File: src/rtl/flash_prog_pkg.sv
package flash_prog_pkg;

    typedef enum logic [3:0] {
        ST_IDLE,
        ST_ERS_SETUP,
        ST_ERS_GO,
        ST_POLL_CMD,
        ST_POLL_RD,
        ST_CLR,
        ST_RST,
        ST_CHECK,
        ST_PGM_SETUP,
        ST_PGM_WAIT,
        ST_PGM_DATA,
        ST_FINISH
    } seq_state_e;

    localparam logic [7:0] CMD_ERASE_SETUP = 8'h20;
    localparam logic [7:0] CMD_ERASE_GO    = 8'hD0;
    localparam logic [7:0] CMD_STATUS      = 8'h70;
    localparam logic [7:0] CMD_PGM_SETUP   = 8'h40;
    localparam logic [7:0] CMD_CLR_STATUS  = 8'h50;
    localparam logic [7:0] CMD_RESET       = 8'hFF;

    localparam int         STAT_READY_BIT  = 7;
    localparam logic [7:0] STAT_ERR_MASK   = 8'h38;
    localparam logic [7:0] BLANK_BYTE      = 8'hFF;

endpackage

File: src/rtl/flash_prog_cnt.sv
// Counter with a clear and an increment input.
// hit is high when LIMIT counts have been taken (count equals LIMIT-1).
module flash_prog_cnt #(
    parameter int unsigned LIMIT = 4
) (
    input  logic clk,
    input  logic rst_n,
    input  logic clr,
    input  logic inc,
    output logic hit
);
    localparam int unsigned W = $clog2(LIMIT + 1);

    logic [W-1:0] cnt_d, cnt_q;

    always_comb begin
        cnt_d = cnt_q;
        if (clr)
            cnt_d = '0;
        else if (inc)
            cnt_d = cnt_q + 1'b1;
    end

    always_ff @(posedge clk or negedge rst_n) begin
        if (!rst_n)
            cnt_q <= '0;
        else
            cnt_q <= cnt_d;
    end

    assign hit = (cnt_q == W'(LIMIT - 1));
endmodule

File: src/rtl/flash_prog_bus.sv
// Decodes the sequencer state into flash bus strobes, address and write byte.
module flash_prog_bus
    import flash_prog_pkg::*;
#(
    parameter int AW = 13
) (
    input  seq_state_e      state,
    input  logic [AW-1:0]   cur_addr,
    input  logic [7:0]      src_byte,
    output logic            we,
    output logic            re,
    output logic [AW-1:0]   addr,
    output logic [7:0]      wdata
);
    always_comb begin
        we    = 1'b0;
        re    = 1'b0;
        addr  = '0;
        wdata = '0;
        unique case (state)
            ST_ERS_SETUP: begin we = 1'b1; wdata = CMD_ERASE_SETUP; end
            ST_ERS_GO:    begin we = 1'b1; wdata = CMD_ERASE_GO;    end
            ST_POLL_CMD:  begin we = 1'b1; wdata = CMD_STATUS;      end
            ST_POLL_RD:   begin re = 1'b1;                          end
            ST_CLR:       begin we = 1'b1; wdata = CMD_CLR_STATUS;  end
            ST_RST:       begin we = 1'b1; wdata = CMD_RESET;       end
            ST_CHECK:     begin re = 1'b1; addr = cur_addr;         end
            ST_PGM_SETUP: begin we = 1'b1; addr = cur_addr; wdata = CMD_PGM_SETUP; end
            ST_PGM_DATA:  begin we = 1'b1; addr = cur_addr; wdata = src_byte;      end
            default: ;
        endcase
    end
endmodule

File: src/rtl/flash_prog_seq.sv
// Erase / program / verify sequencer for one bank of a command-status flash.
module flash_prog_seq
    import flash_prog_pkg::*;
#(
    parameter int AW        = 13,
    parameter int DELAY_CYC = 50,
    parameter int POLL_MAX  = 1000000
) (
    input  logic          clk,
    input  logic          rst_n,
    input  logic          start,
    output logic [AW-1:0] src_addr,
    input  logic [7:0]    src_data,
    output logic          fl_we,
    output logic          fl_re,
    output logic [AW-1:0] fl_addr,
    output logic [7:0]    fl_wdata,
    input  logic [7:0]    fl_rdata,
    output logic          busy,
    output logic          done,
    output logic          timeout,
    output logic          verify_fail,
    output logic          status_err
);
    localparam logic [AW-1:0] LAST_ADDR = '1;

    typedef struct packed {
        seq_state_e    state;
        logic [AW-1:0] addr;
        logic          pgm;    // 0: erase phase, 1: program phase
        logic          tmo;
        logic          vfail;
        logic          err;
    } regs_t;

    localparam regs_t REGS_RST = '{state: ST_IDLE, addr: '0, pgm: 1'b0,
                                   tmo: 1'b0, vfail: 1'b0, err: 1'b0};

    regs_t r_d, r_q;
    logic  poll_hit, dly_hit;
    logic  stat_ready;
    logic  [7:0] expect_byte;

    flash_prog_cnt #(.LIMIT(POLL_MAX)) u_poll_cnt (
        .clk   (clk),
        .rst_n (rst_n),
        .clr   (r_q.state != ST_POLL_CMD && r_q.state != ST_POLL_RD),
        .inc   (r_q.state == ST_POLL_RD),
        .hit   (poll_hit)
    );

    flash_prog_cnt #(.LIMIT(DELAY_CYC)) u_dly_cnt (
        .clk   (clk),
        .rst_n (rst_n),
        .clr   (r_q.state != ST_PGM_WAIT),
        .inc   (r_q.state == ST_PGM_WAIT),
        .hit   (dly_hit)
    );

    flash_prog_bus #(.AW(AW)) u_bus (
        .state    (r_q.state),
        .cur_addr (r_q.addr),
        .src_byte (src_data),
        .we       (fl_we),
        .re       (fl_re),
        .addr     (fl_addr),
        .wdata    (fl_wdata)
    );

    assign stat_ready  = fl_rdata[STAT_READY_BIT];
    assign expect_byte = r_q.pgm ? src_data : BLANK_BYTE;

    always_comb begin
        r_d = r_q;
        unique case (r_q.state)
            ST_IDLE: begin
                if (start) begin
                    r_d       = REGS_RST;
                    r_d.state = ST_ERS_SETUP;
                end
            end
            ST_ERS_SETUP: r_d.state = ST_ERS_GO;
            ST_ERS_GO:    r_d.state = ST_POLL_CMD;
            ST_POLL_CMD:  r_d.state = ST_POLL_RD;
            ST_POLL_RD: begin
                if ((fl_rdata & STAT_ERR_MASK) != 8'h00)
                    r_d.err = 1'b1;
                if (stat_ready) begin
                    if (r_q.pgm && r_q.addr != LAST_ADDR) begin
                        r_d.addr  = r_q.addr + 1'b1;
                        r_d.state = ST_PGM_SETUP;
                    end else begin
                        r_d.state = ST_CLR;
                    end
                end else if (poll_hit) begin
                    r_d.tmo   = 1'b1;
                    r_d.state = ST_CLR;
                end else begin
                    r_d.state = ST_POLL_CMD;
                end
            end
            ST_CLR: r_d.state = ST_RST;
            ST_RST: begin
                r_d.addr  = '0;
                r_d.state = ST_CHECK;
            end
            ST_CHECK: begin
                if (fl_rdata != expect_byte) begin
                    r_d.vfail = 1'b1;
                    r_d.state = ST_FINISH;
                end else if (r_q.addr == LAST_ADDR) begin
                    if (!r_q.pgm) begin
                        r_d.pgm   = 1'b1;
                        r_d.addr  = '0;
                        r_d.state = ST_PGM_SETUP;
                    end else begin
                        r_d.state = ST_FINISH;
                    end
                end else begin
                    r_d.addr = r_q.addr + 1'b1;
                end
            end
            ST_PGM_SETUP: r_d.state = ST_PGM_WAIT;
            ST_PGM_WAIT:  if (dly_hit) r_d.state = ST_PGM_DATA;
            ST_PGM_DATA:  r_d.state = ST_POLL_CMD;
            ST_FINISH:    r_d.state = ST_IDLE;
            default:      r_d.state = ST_IDLE;
        endcase
    end

    always_ff @(posedge clk or negedge rst_n) begin
        if (!rst_n)
            r_q <= REGS_RST;
        else
            r_q <= r_d;
    end

    assign src_addr    = r_q.addr;
    assign busy        = (r_q.state != ST_IDLE);
    assign done        = (r_q.state == ST_FINISH);
    assign timeout     = r_q.tmo;
    assign verify_fail = r_q.vfail;
    assign status_err  = r_q.err;
endmodule

File: config.mk
export PLATFORM = sky130hd
export DESIGN_NAME = flash_prog_seq
export DESIGN_NICKNAME = d
export VERILOG_FILES = /design/src/rtl/flash_prog_pkg.sv /design/src/rtl/flash_prog_cnt.sv /design/src/rtl/flash_prog_bus.sv /design/src/rtl/flash_prog_seq.sv
export SDC_FILE = /design/constraint.sdc
export NUM_CORES = 1
export LEC_CHECK = 0
export ABC_AREA = 1
export BUFFER_PORTS_ARGS = -buffer_cell sky130_fd_sc_hd__buf_4
export CAP_MARGIN = 30
export CORE_ASPECT_RATIO = 1.5
export CORE_MARGIN = 1
export CORE_UTILIZATION = 40
export DETAILED_ROUTE_END_ITERATION = 8
export GPL_TIMING_DRIVEN = 0
export PLACE_DENSITY = 0.6
export SYNTH_ARGS = -nofsm -noshare
export SYNTH_HDL_FRONTEND = slang
export SYNTH_HIERARCHICAL = 1
export SYNTH_SLANG_ARGS = --single-unit
File: constraint.sdc
create_clock -name clk -period 6.08 [get_ports clk]
set_input_delay 1.216 -clock clk [delete_from_list [all_inputs] [get_ports clk]]
set_output_delay 1.216 -clock clk [all_outputs]
set_load 0.05 [all_outputs]
## Word level (Yosys, flattened, before mapping)

Cells that the tools add are included.

- Output and inout bits: 41
- Bits in registers: 47
- Logic and storage cells: 95
- Input port bits: 19

- Multiplexer cells: 33
- $add $sub $neg: 3
- Reductions and logical operators: 20
- Equal/unequal tests: 31

Operator list:

| operator | number |
|---|---|
| 8-bit one-hot mux with 7 select lines | 1 |
| 13-bit two-way mux | 4 |
| 13-bit one-hot mux with 4 select lines | 1 |
| 20-bit two-way mux | 2 |
| 4-bit one-hot mux with 10 select lines | 1 |
| 14-bit two-way mux | 2 |
| 21-bit two-way mux | 1 |
| 20-bit by 1-bit adder with 20-bit output, second input constant | 1 |
| 20-bit equality test, second input constant | 1 |
| 4-bit two-way mux | 5 |
| 2-bit inequality test, second input constant | 10 |
| 4-bit by 3-bit equality test with 1-bit output, second input constant | 4 |
| 4-bit equality test, second input constant | 4 |
| 13-bit by 1-bit adder with 13-bit output, second input constant | 1 |
| 13-bit equality test, second input constant | 1 |
| 13-bit inequality test, second input constant | 1 |
| 6-bit two-way mux | 2 |
| 3-bit AND reduction | 3 |
| 4-bit by 2-bit equality test with 1-bit output, second input constant | 2 |
| 8-bit two-way mux | 1 |
| 8-bit inequality test | 1 |
| 1-bit one-hot mux with 2 select lines | 4 |
| 4-bit AND reduction | 2 |
| 2-bit nonzero test | 4 |
| 18 further kinds | 28 |

## Logic depth before layout (Yosys ltp)

- Depth in word-level cells: 5
- Depth in mapped cells: 13

## Modules after synthesis

The synthesis kept the hierarchy.

By module, submodules not included:

| module | area an instance (µm²) | seq. area each (µm²) | cells an instance | instances |
|---|---|---|---|---|
| flash_prog_seq | 1913.1 | 525.5 | 295 | 1 |
| flash_prog_cnt (u_poll_cnt) | 1186.1 | 500.5 | 168 | 1 |
| flash_prog_cnt (u_dly_cnt) | 376.6 | 150.1 | 49 | 1 |
| flash_prog_bus | 345.3 | 0.0 | 55 | 1 |

## Worst setup path before layout

OpenSTA, ideal clock, no wires.

- Path type: input-to-output
- Start point: in src_data[7]
- End point: out fl_wdata[7]
- Arrival time: 2.019 ns
- Required time: 4.864 ns
- Setup slack: 2.845 ns
- Stages: 2
- Path buffers: 0
- Cell sequence: nand2_1 -> a21oi_1

- Longest elaborated chain between the ends: 1

RTL lines:

| element | line | RTL |
|---|---|---|
| start: declaration | flash_prog_seq.sv:13 | `input logic [7:0] src_data,` |
| 8-bit one-hot mux with 7 select lines | flash_prog_bus.sv:20 | `unique case (state)` |
| end: declaration | flash_prog_seq.sv:17 | `output logic [7:0] fl_wdata,` |

No other way between the ends.

## Final worst setup path

- Start point: in src_data[6]
- End point: out fl_wdata[6]

Same word-level chain as after synthesis.

==> impl_metrics.csv <==
group,metric,value,unit
sta,max_freq,0.334,GHz
global_route,overflow,0,
yosys,avgSynthCellArea,6.74,µm²
floorplan,die-height,122,µm
outcome,outcome,"completed",
sta,grt_setup_unrepaired,"no",
sta,fin_crit_sh,0.492,
sta,layout_min_cycle_time,2.99,ns
cells_and_area,area_growth,19.0,%
floorplan,die-width,81.8,µm
floorplan,die_area,0.00996,mm²
worst_setup_path,crit_arrival,1.78,ns
yosys,synthTopCellsByArea,"dfrtp_1 (31%), nand2_1 (16%), nand3_1 (7.2%)",
yosys,synthFlopType,"dfrtp_1",
placement,dpl_cell_area,0.00440,mm²
cells_and_area,final_common_cell,"nand2_1",
clocking,h-tree-depth,2,
job,maxCapViolCount,0,
sta,worstMarginPinSlew,0.609,ns
power,internal_power,715,µW
worst_setup_path,crit_type,"input port to output port",
yosys,yosysTopAreaCell,"dfrtp_1",
yosys,synth_top_area_frac,0.308,
cells_and_area,utilization,0.491,
floorplan,num_rows,43,
global_route,grt_max_degree,48,
placement,hpwl,7370,µm
sta,setup_viol,0,
worst_setup_path,ff2ff_path_depth,10,
worst_hold_path,hold_depth,2,
clocking,cts_inserted_buffers,5,
placement,place.port_buffers,59,
power,cellPowerDensity,312,mW/mm²
worst_setup_path,required,4.86,ns
cells_and_area,final_cell_mix,"nand2_1 (158), buf_4 (73), inv_1 (66), nor2_1 (58), nand3_1 (55)",
cells_and_area,insertedDiodeCount,0,
yosys,synthesis.nets,590,
worst_setup_path,worst-r2r-setup-slack,3.28,ns
worst_setup_path,path_max_fanout,2,
sta,hold_viol,0,
yosys,seq_area_frac_synth,0.308,
clocking,clock_path_buffers,2,
power,swShare,0.496,
floorplan,pin_count,60,
clocking,clk_pin_slew,0.07,ns
power,leakagePower,0.00225,µW
cells_and_area,nNetsFinal,656,
clocking,cts_sinks,47,
power,power_frac_comb,0.532,
placement,gp_congestion,0.845,
floorplan,start_util,0.413,
routing,drtPass1Iterations,4,
routing,drc_errors,0,
clocking,cts_tree,"done",
worst_setup_path,critPathLaunchType,"input port",
yosys,synth_area,0.00382,mm²
worst_hold_path,hold_start,"verify_fail",
power,p_clk_frac,0.197,
clocking,ctsHoldBuffers,0,
clocking,cts_resized,0,
worst_setup_path,r2r-end,"u_poll_cnt/cnt_q[8]",
cells_and_area,drive_gt1_frac,0.229,
worst_hold_path,holdPathEnd,"verify_fail",
routing,via_per_inst,5.05,
clocking,clock_latency,0.29,ns
cells_and_area,stdcell_area,0.00455,mm²
worst_setup_path,r2r-start,"r_q[18]",
routing,routed_wirelength,9530,µm
yosys,ys_ff_latch,47,
yosys,yosys_warnings,6,
sta,maxSlewViolCount,0,
routing,via_count,3759,
placement,pre_cts_ws,3.08,ns
worst_hold_path,hold_class,"flop to flop",
clocking,postCtsSetupBuffers,0,
worst_setup_path,startpoint,"src_data[6]",
worst_setup_path,critPathCaptureType,"output port",
yosys,ys_async_sr_fraction,1.00,
global_route,grt_pass1_wl,15700,µm
floorplan,core,0.00925,mm²
global_route,grt_usage,0.203,
sta,relSlewSlack,0.594,
cells_and_area,layout.cells.non_filler,745,
sta,setup_ws,3.09,ns
clocking,cts_root_buf,"clkbuf_16",
cells_and_area,multi_input_area,0.00219,mm²
power,peakVddDrop,321,µV
global_route,grt_antenna_before_repair,0,
global_route,grt_pass1_vias,3540,
power,p_seq_frac,0.271,
yosys,synthCells,567,
power,switchingPower,705,µW
cells_and_area,regArea,0.00118,mm²
routing,wire_per_inst,12.8,µm
yosys,synth_edf_count,0,
yosys,ys_types,36,
routing,final_antenna_net_count,0,
placement,dp.cells,738,
sta,tns,0,ns
cells_and_area,fill_cells,968,
sta,skew,0.00782,ns
routing,drtIter0Drc,192,
metrics by stage:
| step | total power (µW) | hold slack (ns) |
|---|---|---|
| final | 1420 | 0.530 |
| after CTS | 1440 | 0.537 |
| after global placement | 1140 | 0.502 |
| after detailed placement | 1150 | 0.515 |
| after floorplan | 937 | 0.500 |
| after global routing | 1520 | 0.572 |
synth_stat cells, types with 10 or more instances:
cell        n
a21boi_2   10
a21oi_1    24
buf_4      14
dfrtp_1    47
inv_1      66
inv_2      10
nand2_1   158
nand3_1    55
nand4_1    23
nor2_1     58
nor2_2     10
o21ai_0    14
logic make-up after synthesis:
logic type	share of synthesized area
buffers and inverters	0.120
flip-flops	0.308
AND/OR/NAND/NOR	0.435
XOR/XNOR	0.0229
AO/OA/AOI/OAI	0.102
adder cells (fa/ha/maj)	0.0131
critical path, cell delays in order:
cell and delay (ns):
buf_4 0.12, inv_1 0.04, nand2_1 0.04, nand3_1 0.09, nand3_1 0.07, buf_4 0.19
registers in the layout (all words and copies together), names as in the netlist:
signal            cells
u_dly_cnt/cnt_q       6
r_q                   5
verify_fail           1
status_err            1
timeout               1
u_poll_cnt/cnt_q     20
src_addr             13
worst max-delay path by stage:
stage	cells past startpoint	slack, ns	to
finish	6	3.09	fl_wdata[6]
global route	6	2.93	fl_wdata[5]
CTS	6	3.08	fl_wdata[6]
detailed placement	6	3.08	fl_wdata[6]
global placement	6	3.07	fl_wdata[6]
floorplan	2	2.84	fl_wdata[7]
power by group through the flow:
stage / sequential (µW) / combinational, µW / clock, µW
final: 384 / 756 / 280
after global routing: 390 / 829 / 302
after CTS: 383 / 763 / 295
after detailed placement: 389 / 761 / 0
after global placement: 389 / 755 / 0
after floorplan: 398 / 539 / 0
routing by layer:
metal / track usage / vias up / share of wire / wire (µm)
met5: 0 / - / 0 / 0
met2: 0.374 / 78 / 0.54 / 5130
met3: 0.0285 / 14 / 0.034 / 321
met1: 0.223 / 1731 / 0.41 / 3920
li1: - / 1936 / - / -
met4: 0.0866 / 0 / 0.016 / 157
final cells by class:
class	instances	share of cell area
Multi-Input combinational cell	421	0.481
Clock buffer	6	0.0305
Buffer	22	0.0371
Sequential cell	47	0.259
Clock inverter	1	0.00110
Inverter	77	0.0635
Tap cell	112	0.0308
Timing Repair Buffer	59	0.0974
Note: power is estimated with default switching activity, not from simulation.
